$ cat src/rtl/swr_pkg.sv
package swr_pkg;
    localparam int          WORD_W   = 24;
    localparam int          BRI_W    = 9;
    localparam int          ACKF_POS = 10;
    localparam logic [7:0]  DEV_ADDR = 8'h8F;

    typedef enum logic [1:0] {
        ACK_IDLE,
        ACK_WAIT,
        ACK_PULL
    } ack_st_e;
endpackage

$ cat src/rtl/swr_sync.sv
module swr_sync #(
    parameter int STAGES = 2
) (
    input  logic clk,
    input  logic rst_n,
    input  logic din,
    output logic dout
);
    logic [STAGES-1:0] sh_d, sh_q;

    always_comb begin
        sh_d = {sh_q[STAGES-2:0], din};
    end

    always_ff @(posedge clk or negedge rst_n) begin
        if (!rst_n) sh_q <= '1;
        else        sh_q <= sh_d;
    end

    assign dout = sh_q[STAGES-1];
endmodule

$ cat src/rtl/swr_bit_meter.sv
module swr_bit_meter #(
    parameter int IDLE_CYC = 120000
) (
    input  logic clk,
    input  logic rst_n,
    input  logic line_s,
    output logic bit_stb_o,
    output logic bit_val_o,
    output logic bit_bad_o,
    output logic tmo_o
);
    localparam int             CW  = $clog2(IDLE_CYC + 1);
    localparam logic [CW-1:0]  LIM = CW'(IDLE_CYC);

    typedef struct packed {
        logic          prev;
        logic          armed;
        logic [CW-1:0] lo;
        logic [CW-1:0] hi;
        logic          stb;
        logic          val;
        logic          bad;
        logic          tmo;
    } meter_t;

    meter_t s_d, s_q;
    logic   fall;
    logic   is_zero, is_one;

    always_comb begin
        s_d      = s_q;
        s_d.prev = line_s;
        s_d.stb  = 1'b0;
        s_d.val  = 1'b0;
        s_d.bad  = 1'b0;
        s_d.tmo  = 1'b0;
        fall     = s_q.prev & ~line_s;
        is_zero  = {1'b0, s_q.lo} >= {s_q.hi, 1'b0};
        is_one   = {1'b0, s_q.hi} >= {s_q.lo, 1'b0};
        if (fall) begin
            if (s_q.armed) begin
                s_d.stb = 1'b1;
                s_d.val = is_one;
                s_d.bad = !is_zero && !is_one;
            end
            s_d.armed = 1'b1;
            s_d.lo    = CW'(1);
            s_d.hi    = '0;
        end else begin
            if (!line_s) begin
                if (s_q.lo != LIM) s_d.lo = s_q.lo + CW'(1);
            end else begin
                if (s_q.hi != LIM) s_d.hi = s_q.hi + CW'(1);
            end
            if (s_q.armed && (s_q.lo == LIM || s_q.hi == LIM)) begin
                s_d.armed = 1'b0;
                s_d.tmo   = 1'b1;
            end
        end
    end

    always_ff @(posedge clk or negedge rst_n) begin
        if (!rst_n) begin
            s_q      <= '0;
            s_q.prev <= 1'b1;
        end else begin
            s_q <= s_d;
        end
    end

    assign bit_stb_o = s_q.stb;
    assign bit_val_o = s_q.val;
    assign bit_bad_o = s_q.bad;
    assign tmo_o     = s_q.tmo;

    // a bit is only reported for a period opened by an armed edge
    p_bit_needs_arm_r6: assert property (@(posedge clk) disable iff (!rst_n)
        s_q.stb |-> $past(s_q.armed));

    // a classified bit and an idle abort never coincide
    p_bit_tmo_excl_r5: assert property (@(posedge clk) disable iff (!rst_n)
        !(s_q.stb && s_q.tmo));
endmodule

$ cat src/rtl/swr_frame_ctl.sv
module swr_frame_ctl
    import swr_pkg::*;
#(
    parameter int ACK_DLY_CYC = 25000,
    parameter int ACK_LEN_CYC = 64000
) (
    input  logic             clk,
    input  logic             rst_n,
    input  logic             bit_stb,
    input  logic             bit_val,
    input  logic             bit_bad,
    input  logic             tmo,
    output logic [BRI_W-1:0] bright_o,
    output logic             bright_vld_o,
    output logic             ack_pull_o
);
    localparam int AMAX = (ACK_DLY_CYC > ACK_LEN_CYC) ? ACK_DLY_CYC : ACK_LEN_CYC;
    localparam int AW   = $clog2(AMAX + 1);
    localparam int NW   = $clog2(WORD_W + 1);

    typedef struct packed {
        logic [NW-1:0]     cnt;
        logic [WORD_W-1:0] sh;
        logic [BRI_W-1:0]  bri;
        logic              vld;
        ack_st_e           ast;
        logic [AW-1:0]     acnt;
    } frame_t;

    frame_t            s_d, s_q;
    logic [WORD_W-1:0] word;

    always_comb begin
        s_d     = s_q;
        s_d.vld = 1'b0;
        word    = {bit_val, s_q.sh[WORD_W-1:1]};

        case (s_q.ast)
            ACK_WAIT: begin
                if (s_q.acnt == AW'(ACK_DLY_CYC - 1)) begin
                    s_d.ast  = ACK_PULL;
                    s_d.acnt = '0;
                end else begin
                    s_d.acnt = s_q.acnt + AW'(1);
                end
            end
            ACK_PULL: begin
                if (s_q.acnt == AW'(ACK_LEN_CYC - 1)) begin
                    s_d.ast  = ACK_IDLE;
                    s_d.acnt = '0;
                end else begin
                    s_d.acnt = s_q.acnt + AW'(1);
                end
            end
            default: s_d.acnt = '0;
        endcase

        if (tmo) begin
            s_d.cnt = '0;
        end else if (bit_stb) begin
            if (bit_bad) begin
                s_d.cnt = '0;
            end else begin
                s_d.sh = word;
                if (s_q.cnt == NW'(WORD_W - 1)) begin
                    s_d.cnt = '0;
                    if (word[WORD_W-1 -: 8] == DEV_ADDR) begin
                        s_d.bri = word[BRI_W-1:0];
                        s_d.vld = 1'b1;
                        if (word[ACKF_POS]) begin
                            s_d.ast  = ACK_WAIT;
                            s_d.acnt = '0;
                        end
                    end
                end else begin
                    s_d.cnt = s_q.cnt + NW'(1);
                end
            end
        end
    end

    always_ff @(posedge clk or negedge rst_n) begin
        if (!rst_n) begin
            s_q     <= '0;
            s_q.ast <= ACK_IDLE;
        end else begin
            s_q <= s_d;
        end
    end

    assign bright_o     = s_q.bri;
    assign bright_vld_o = s_q.vld;
    assign ack_pull_o   = (s_q.ast == ACK_PULL);

    // strobe lasts one cycle
    p_vld_pulse_r10: assert property (@(posedge clk) disable iff (!rst_n)
        s_q.vld |=> !s_q.vld);

    // brightness holds except in a strobe cycle
    p_bright_hold_r10: assert property (@(posedge clk) disable iff (!rst_n)
        !s_q.vld |-> $stable(s_q.bri));

    // bit position never passes the last bit of a word
    p_cnt_bound_r3: assert property (@(posedge clk) disable iff (!rst_n)
        s_q.cnt <= NW'(WORD_W - 1));

    // the pull-down only starts at the end of a delay phase
    p_pull_after_wait_r7: assert property (@(posedge clk) disable iff (!rst_n)
        $rose(ack_pull_o) |-> $past(s_q.ast) == ACK_WAIT);
endmodule

$ cat src/rtl/swr_cmd_rx.sv
module swr_cmd_rx #(
    parameter int IDLE_CYC    = 120000,
    parameter int ACK_DLY_CYC = 25000,
    parameter int ACK_LEN_CYC = 64000,
    parameter int SYNC_STAGES = 2
) (
    input  logic       clk,
    input  logic       rst_n,
    input  logic       line_i,
    output logic       ack_pull_o,
    output logic [8:0] bright_o,
    output logic       bright_vld_o
);
    logic line_s;
    logic bit_stb, bit_val, bit_bad, tmo;

    swr_sync #(.STAGES(SYNC_STAGES)) sync_i (
        .clk  (clk),
        .rst_n(rst_n),
        .din  (line_i),
        .dout (line_s)
    );

    swr_bit_meter #(.IDLE_CYC(IDLE_CYC)) meter_i (
        .clk      (clk),
        .rst_n    (rst_n),
        .line_s   (line_s),
        .bit_stb_o(bit_stb),
        .bit_val_o(bit_val),
        .bit_bad_o(bit_bad),
        .tmo_o    (tmo)
    );

    swr_frame_ctl #(
        .ACK_DLY_CYC(ACK_DLY_CYC),
        .ACK_LEN_CYC(ACK_LEN_CYC)
    ) frame_i (
        .clk         (clk),
        .rst_n       (rst_n),
        .bit_stb     (bit_stb),
        .bit_val     (bit_val),
        .bit_bad     (bit_bad),
        .tmo         (tmo),
        .bright_o    (bright_o),
        .bright_vld_o(bright_vld_o),
        .ack_pull_o  (ack_pull_o)
    );
endmodule

$ cat config.mk
export PLATFORM = sky130hd
export DESIGN_NAME = swr_cmd_rx
export DESIGN_NICKNAME = d
export VERILOG_FILES = /design/src/rtl/swr_pkg.sv /design/src/rtl/swr_sync.sv /design/src/rtl/swr_bit_meter.sv /design/src/rtl/swr_frame_ctl.sv /design/src/rtl/swr_cmd_rx.sv
export SDC_FILE = /design/constraint.sdc
export NUM_CORES = 1
export LEC_CHECK = 0
export BUFFER_PORTS_ARGS = -buffer_cell sky130_fd_sc_hd__buf_2
export CAP_MARGIN = 20
export CORE_AREA = 2 2 91 110
export CTS_CLUSTER_SIZE = 40
export DETAILED_ROUTE_END_ITERATION = 6
export DIE_AREA = 0 0 93 112
export PLACE_DENSITY = 0.8
export SYNTH_ARGS = -nofsm -noshare
export SYNTH_HDL_FRONTEND = slang
export SYNTH_SLANG_ARGS = --single-unit
$ cat constraint.sdc
create_clock -name clk -period 5.1 [get_ports clk]
set_clock_uncertainty 0.15 [all_clocks]
set_input_delay 0.255 -clock clk [delete_from_list [all_inputs] [get_ports clk]]
set_output_delay 0.255 -clock clk [all_outputs]
set_load 0.02 [all_outputs]
# Yosys cells after proc, flatten, opt, wreduce, memory -nomap -nowiden
# Cells that the tools add are included.
[op_classes] add_sub_neg=4 n_lt_le_gt_ge=2 n_eq_ne=11 muxes=25 n_bitwise=4 reduce_logical=14
[ops] operator="17-bit 2-to-1 mux" n=4
[ops] operator="57-bit 2-to-1 mux" n=1
[ops] operator="28-bit 2-to-1 mux" n=2
[ops] operator="52-bit 2-to-1 mux" n=1
[ops] operator="17-bit by 18-bit >= comparator with 1-bit output" n=2
[ops] operator="35-bit 2-to-1 mux" n=1
[ops] operator="17-bit by 1-bit adder with 17-bit output, second input constant" n=2
[ops] operator="17-bit == test, second input constant" n=2
[ops] operator="17-bit != test, second input constant" n=2
[ops] operator="16-bit 2-to-1 mux" n=2
[ops] operator="16-bit one-hot mux with 2 select lines" n=1
[ops] operator="19-bit 2-to-1 mux" n=1
[ops] operator="18-bit 2-to-1 mux" n=1
[ops] operator="16-bit by 1-bit adder with 16-bit output, second input constant" n=1
[ops] operator="16-bit by 15-bit == test with 1-bit output, second input constant" n=1
[ops] operator="16-bit == test, second input constant" n=1
[ops] operator="5-bit 2-to-1 mux" n=3
[ops] operator="2-bit nonzero test" n=5
[ops] operator="8-bit == test, second input constant" n=1
[ops] operator="3-bit 2-to-1 mux" n=2
[ops] operator="5-bit by 1-bit adder with 5-bit output, second input constant" n=1
[ops] operator="5-bit == test, second input constant" n=1
[ops] operator="5-bit AND reduction" n=1
[ops] operator="2-bit 2-to-1 mux" n=2
[ops] operator="12 further kinds" n=19
[totals] ff_bits=99 in_bits=3 out_inout_bits=11 elab_cells=75

# Depth between registers and ports, before layout
[depth] ltp_word=9 mapped_depth=8 mapped_depth_nobuf=7

# By module
# From an unflattened synthesis, not the netlist that was laid out.
[hier_totals] cells_unflattened=574 hier_area_um2=5499.0
[by_module_without_submodules] module="swr_bit_meter" n_inst=1 cells_per_inst=316 area_per_inst_um2=2854.0 seq_area_each_um2=1002.2
[by_module_without_submodules] module="swr_frame_ctl" n_inst=1 cells_per_inst=256 area_per_inst_um2=2592.5 seq_area_each_um2=1401.3
[by_module_without_submodules] module="swr_sync" n_inst=1 cells_per_inst=2 area_per_inst_um2=52.6 seq_area_each_um2=52.6

# Least setup slack after synthesis
# No wires, ideal clock.
[synth_timing] path_kind="flip-flop to flip-flop" start="reg meter_i.s_q[21] (netlist bit)" end="reg meter_i.s_q[26] (netlist bit)" setup_time_ps=132 t_arrival_ps=1612 t_required_ps=4818 path_slack_ps=3206 path_stages_with_launch=9 path_buffers=1 period_less_slack_ps=1894 path_cell_list="dfrtp_1 > inv_1 > ha_1 > and4b_4 > and4_1 > buf_6 > nor4_4 > xnor2_1 > nor2_1"
[synth_via] elab_chain_len=4 elab_cells_between_ends=7 cone_classes="add/sub (1); eq/ne (1); mux (3); reduce/logical (2)"
[synth_lines] element="start: declaration" line_no="swr_bit_meter.sv:26" source="meter_t s_d, s_q;"
[synth_lines] element="17-bit by 1-bit adder with 17-bit output" line_no="swr_bit_meter.sv:51" source="if (s_q.lo != LIM) s_d.lo = s_q.lo + CW'(1);"
[synth_lines] element="17-bit 2-to-1 mux" line_no="swr_bit_meter.sv:51"
[synth_lines] element="17-bit 2-to-1 mux" line_no="swr_bit_meter.sv:50" source="if (!line_s) begin"
[synth_lines] element="35-bit 2-to-1 mux" line_no="swr_bit_meter.sv:40" source="if (fall) begin"
# Parallel ways exist; a longest one is shown, timed or not. The select of a mux whose other input is x is not followed.
# A chain may end at the register's enable or synchronous reset.

==> out/results.txt <==
io pins = 14
Switching Power = 542 uW
die footprint = 0.0104 mm^2
htree depth = 3
Filler cells = 761
Comb power frac = 0.137
DRC = 0
Initial Utilization = 0.586
Setup crit end kind = flip-flop
# clock sinks = 98
Clock Power Share = 0.376
Seq/Total Area, Yosys = 0.447
Post-Synthesis Cells = 569
Syn-to-layout area delta = 7.95%
Worst-Skew Late Latency = 0.34 ns
count of input and output buffers = 13
P_int = 1340 uW
Worst Setup Start Kind = flip-flop
crit path kind = flip-flop to flip-flop
unrepaired setup endpoints after global routing = false
Post-CTS Setup Repair Bufs = 0
CTS Buf Count = 9
ys flop type = dfrtp_1
WL final = 11,000 um
Sequential Power Share = 0.487
GPL Wtd Cong = 0.824
share of cells above drive strength 1 = 0.128
status = finished clean
Syn. warnings = 0
die outline width = 93 um
clk slew on worst S/H paths = 0.07 ns
crit-path max FO = 26
sw frac = 0.289
Worst-Margin Slew = 0.866 ns
Slew Limit Fails = 0
DRC marker count from the first detailed-route iteration = 295
Async S/R FF share, synth = 1.00
Initial DRT Pass Iterations = 5
core area = 0.00937 mm^2
Worst EP arrival = 2.76 ns
Die H = 112 um
drt wl/cell = 15.7 um
pwr/cell area = 317 mW/mm^2
Yosys reg bits = 98
Hold Crit Class = primary input to asynchronous set/reset pin
initial antenna violation count = 0
CTS tree = built
Final Hold Fails = 0
Max-Slew Margin vs Limit = 0.423
first-pass GRT wire length = 19,100 um
critical path required time = 5.15 ns
gr ovfl total = 0
commonest non-fill, non-tap cells in the layout = nand2_1 (105), dfrtp_1 (95), inv_1 (43)
min cycle time layout = 2.71 ns
Max IR drop VDD = 0.000162 V
synthesized area = 0.00549 mm^2
timing-limited maximum frequency = 369 MHz
maximum buffer depth of the clock tree = 2
setup TNS = 0 ns
library cells used by synthesis = 60
commonest non-fill, non-tap cell in the layout = nand2_1
final setup fails = 0
vias in the first global route = 4,188
Syn Area/Cell = 9.65 um^2
via count = 4,080
root buf cell = clkbuf_16
row count = 39
post-synthesis net count = 612
largest net degree at the start of global routing = 71
Diodes inserted = 0
final antenna-violating net count = 0
Vias/cell = 5.80
EDFF count, synth = 0
period utilization = 0.531
Layout Nets = 618
Max-Cap Viols = 0
DP Wirelength = 7970 um
Pwr Total = 1880 uW
Pleak = 0.00279 uW
All-Layer GR Usage = 0.228
[timing repair]
item,CTS,global route
hold endpoints to repair,29,0
hold buffers,2,0
resized for setup,0,0
[path summary, 6_finish.rpt]
check | from | end | slack [ns] | cells after the start
worst max-delay path | meter_i.bit_bad_o$_DFF_PN0_ | frame_i.s_q[6]$_DFF_PN0_ | 2.39 | 5
worst min-delay path | rst_n | frame_i.s_q[13]$_DFF_PN0_ | 0.21 | 2
worst max register to register | meter_i.bit_bad_o$_DFF_PN0_ | frame_i.s_q[6]$_DFF_PN0_ | 2.39 | 5
worst min register to register | sync_i.sh_q[0]$_DFF_PN1_ | sync_i.sh_q[1]$_DFF_PN1_ | 0.21 | 0
max in group asynchronous | rst_n | meter_i.s_q[27]$_DFFE_PN0P_ | 3.44 | 3
min in group clk | sync_i.sh_q[0]$_DFF_PN1_ | sync_i.sh_q[1]$_DFF_PN1_ | 0.21 | 0
[critical path, stage by stage (launching register included)]
cell	delay, ns
dfrtp_1	0.38
or3b_1	0.74
nor4_4	0.70
a21oi_1	0.23
o21ai_4	0.26
nor2_1	0.11
[layout make-up]
cell class,instances,area [um^2],area share
Sequential cell,98,2460,0.414
Tap cell,123,154,0.0260
Timing Repair Buffer,18,110,0.0186
Inverter,43,161,0.0272
Multi-Input combinational cell,405,2730,0.460
Clock inverter,7,91.3,0.0154
Clock buffer,9,225,0.0380
[stage by stage]
stage	cells	worst slack [ns]	instance area [um^2]	hold slack, ns	utilization
5_1_grt	703	2.15	5930	0.209	0.633
2_1_floorplan	569	3.21	5490	-0.191	-
4_1_cts	703	2.35	5930	0.208	0.633
6_report	703	2.39	5930	0.207	0.633
3_3_place_gp	685	2.43	5590	0.0365	0.597
3_5_place_dp	685	2.38	5590	0.0422	0.597
[registers in the layout (all words and copies together), names as in the netlist]
signal,flops
frame_i.bright_o,9
frame_i.bright_vld_o,1
frame_i.s_q,46
meter_i.bit_bad_o,1
meter_i.bit_stb_o,1
meter_i.bit_val_o,1
meter_i.s_q,36
meter_i.tmo_o,1
sync_i.sh_q,2
[kinds of logic after synthesis]
group | Yosys count | share of synthesized area
AO/OA/AOI/OAI | 62 | 0.0695
flip-flops | 98 | 0.447
XOR/XNOR | 29 | 0.0463
multiplexers | 18 | 0.0360
adder cells (fa/ha/maj) | 40 | 0.0912
AND/OR/NAND/NOR | 256 | 0.254
buffers and inverters | 66 | 0.0556
[power groups by stage]
| stage | registers [uW] | clock network, uW | logic, uW |
|---|---|---|---|
| 3_3_place_gp | 923 | 0 | 235 |
| 6_report | 914 | 706 | 257 |
| 3_5_place_dp | 927 | 0 | 253 |
| 2_1_floorplan | 906 | 0 | 181 |
| 5_1_grt | 923 | 752 | 293 |
| 4_1_cts | 912 | 720 | 257 |
[cells in the mapped netlist, types with 3 or more instances]
master | n | area share
o21ai_0 | 21 | 0.019
buf_4 | 10 | 0.014
or3_1 | 4 | 0.0046
a21oi_1 | 19 | 0.017
nor4b_1 | 4 | 0.0064
dfstp_2 | 3 | 0.014
nor3_1 | 10 | 0.0091
nand4_2 | 3 | 0.0068
nand4b_1 | 3 | 0.0048
buf_2 | 3 | 0.0027
and4_1 | 5 | 0.0080
nor2_1 | 30 | 0.021
xnor2_1 | 22 | 0.035
nor2_2 | 11 | 0.013
mux2i_1 | 7 | 0.013
clkbuf_1 | 7 | 0.0048
inv_1 | 43 | 0.029
and3_1 | 10 | 0.011
a211oi_1 | 5 | 0.0068
mux2_2 | 10 | 0.021
ha_1 | 40 | 0.091
dfrtp_1 | 95 | 0.43
nand4_1 | 21 | 0.024
and2_1 | 4 | 0.0046
nand2_1 | 105 | 0.072
nor4_1 | 3 | 0.0034
nor4_4 | 4 | 0.015
xor2_1 | 7 | 0.011
nand3_1 | 23 | 0.021
[routing by layer]
metal  wire, um  global-route usage  vias to the layer above
met5          0                   0                        -
met4        187              0.0814                        0
met3        393              0.0501                       17
met2       5820               0.405                       95
met1       4630               0.268                     1998
li1           -                   -                     1970
(Power assumes the default switching activity.)
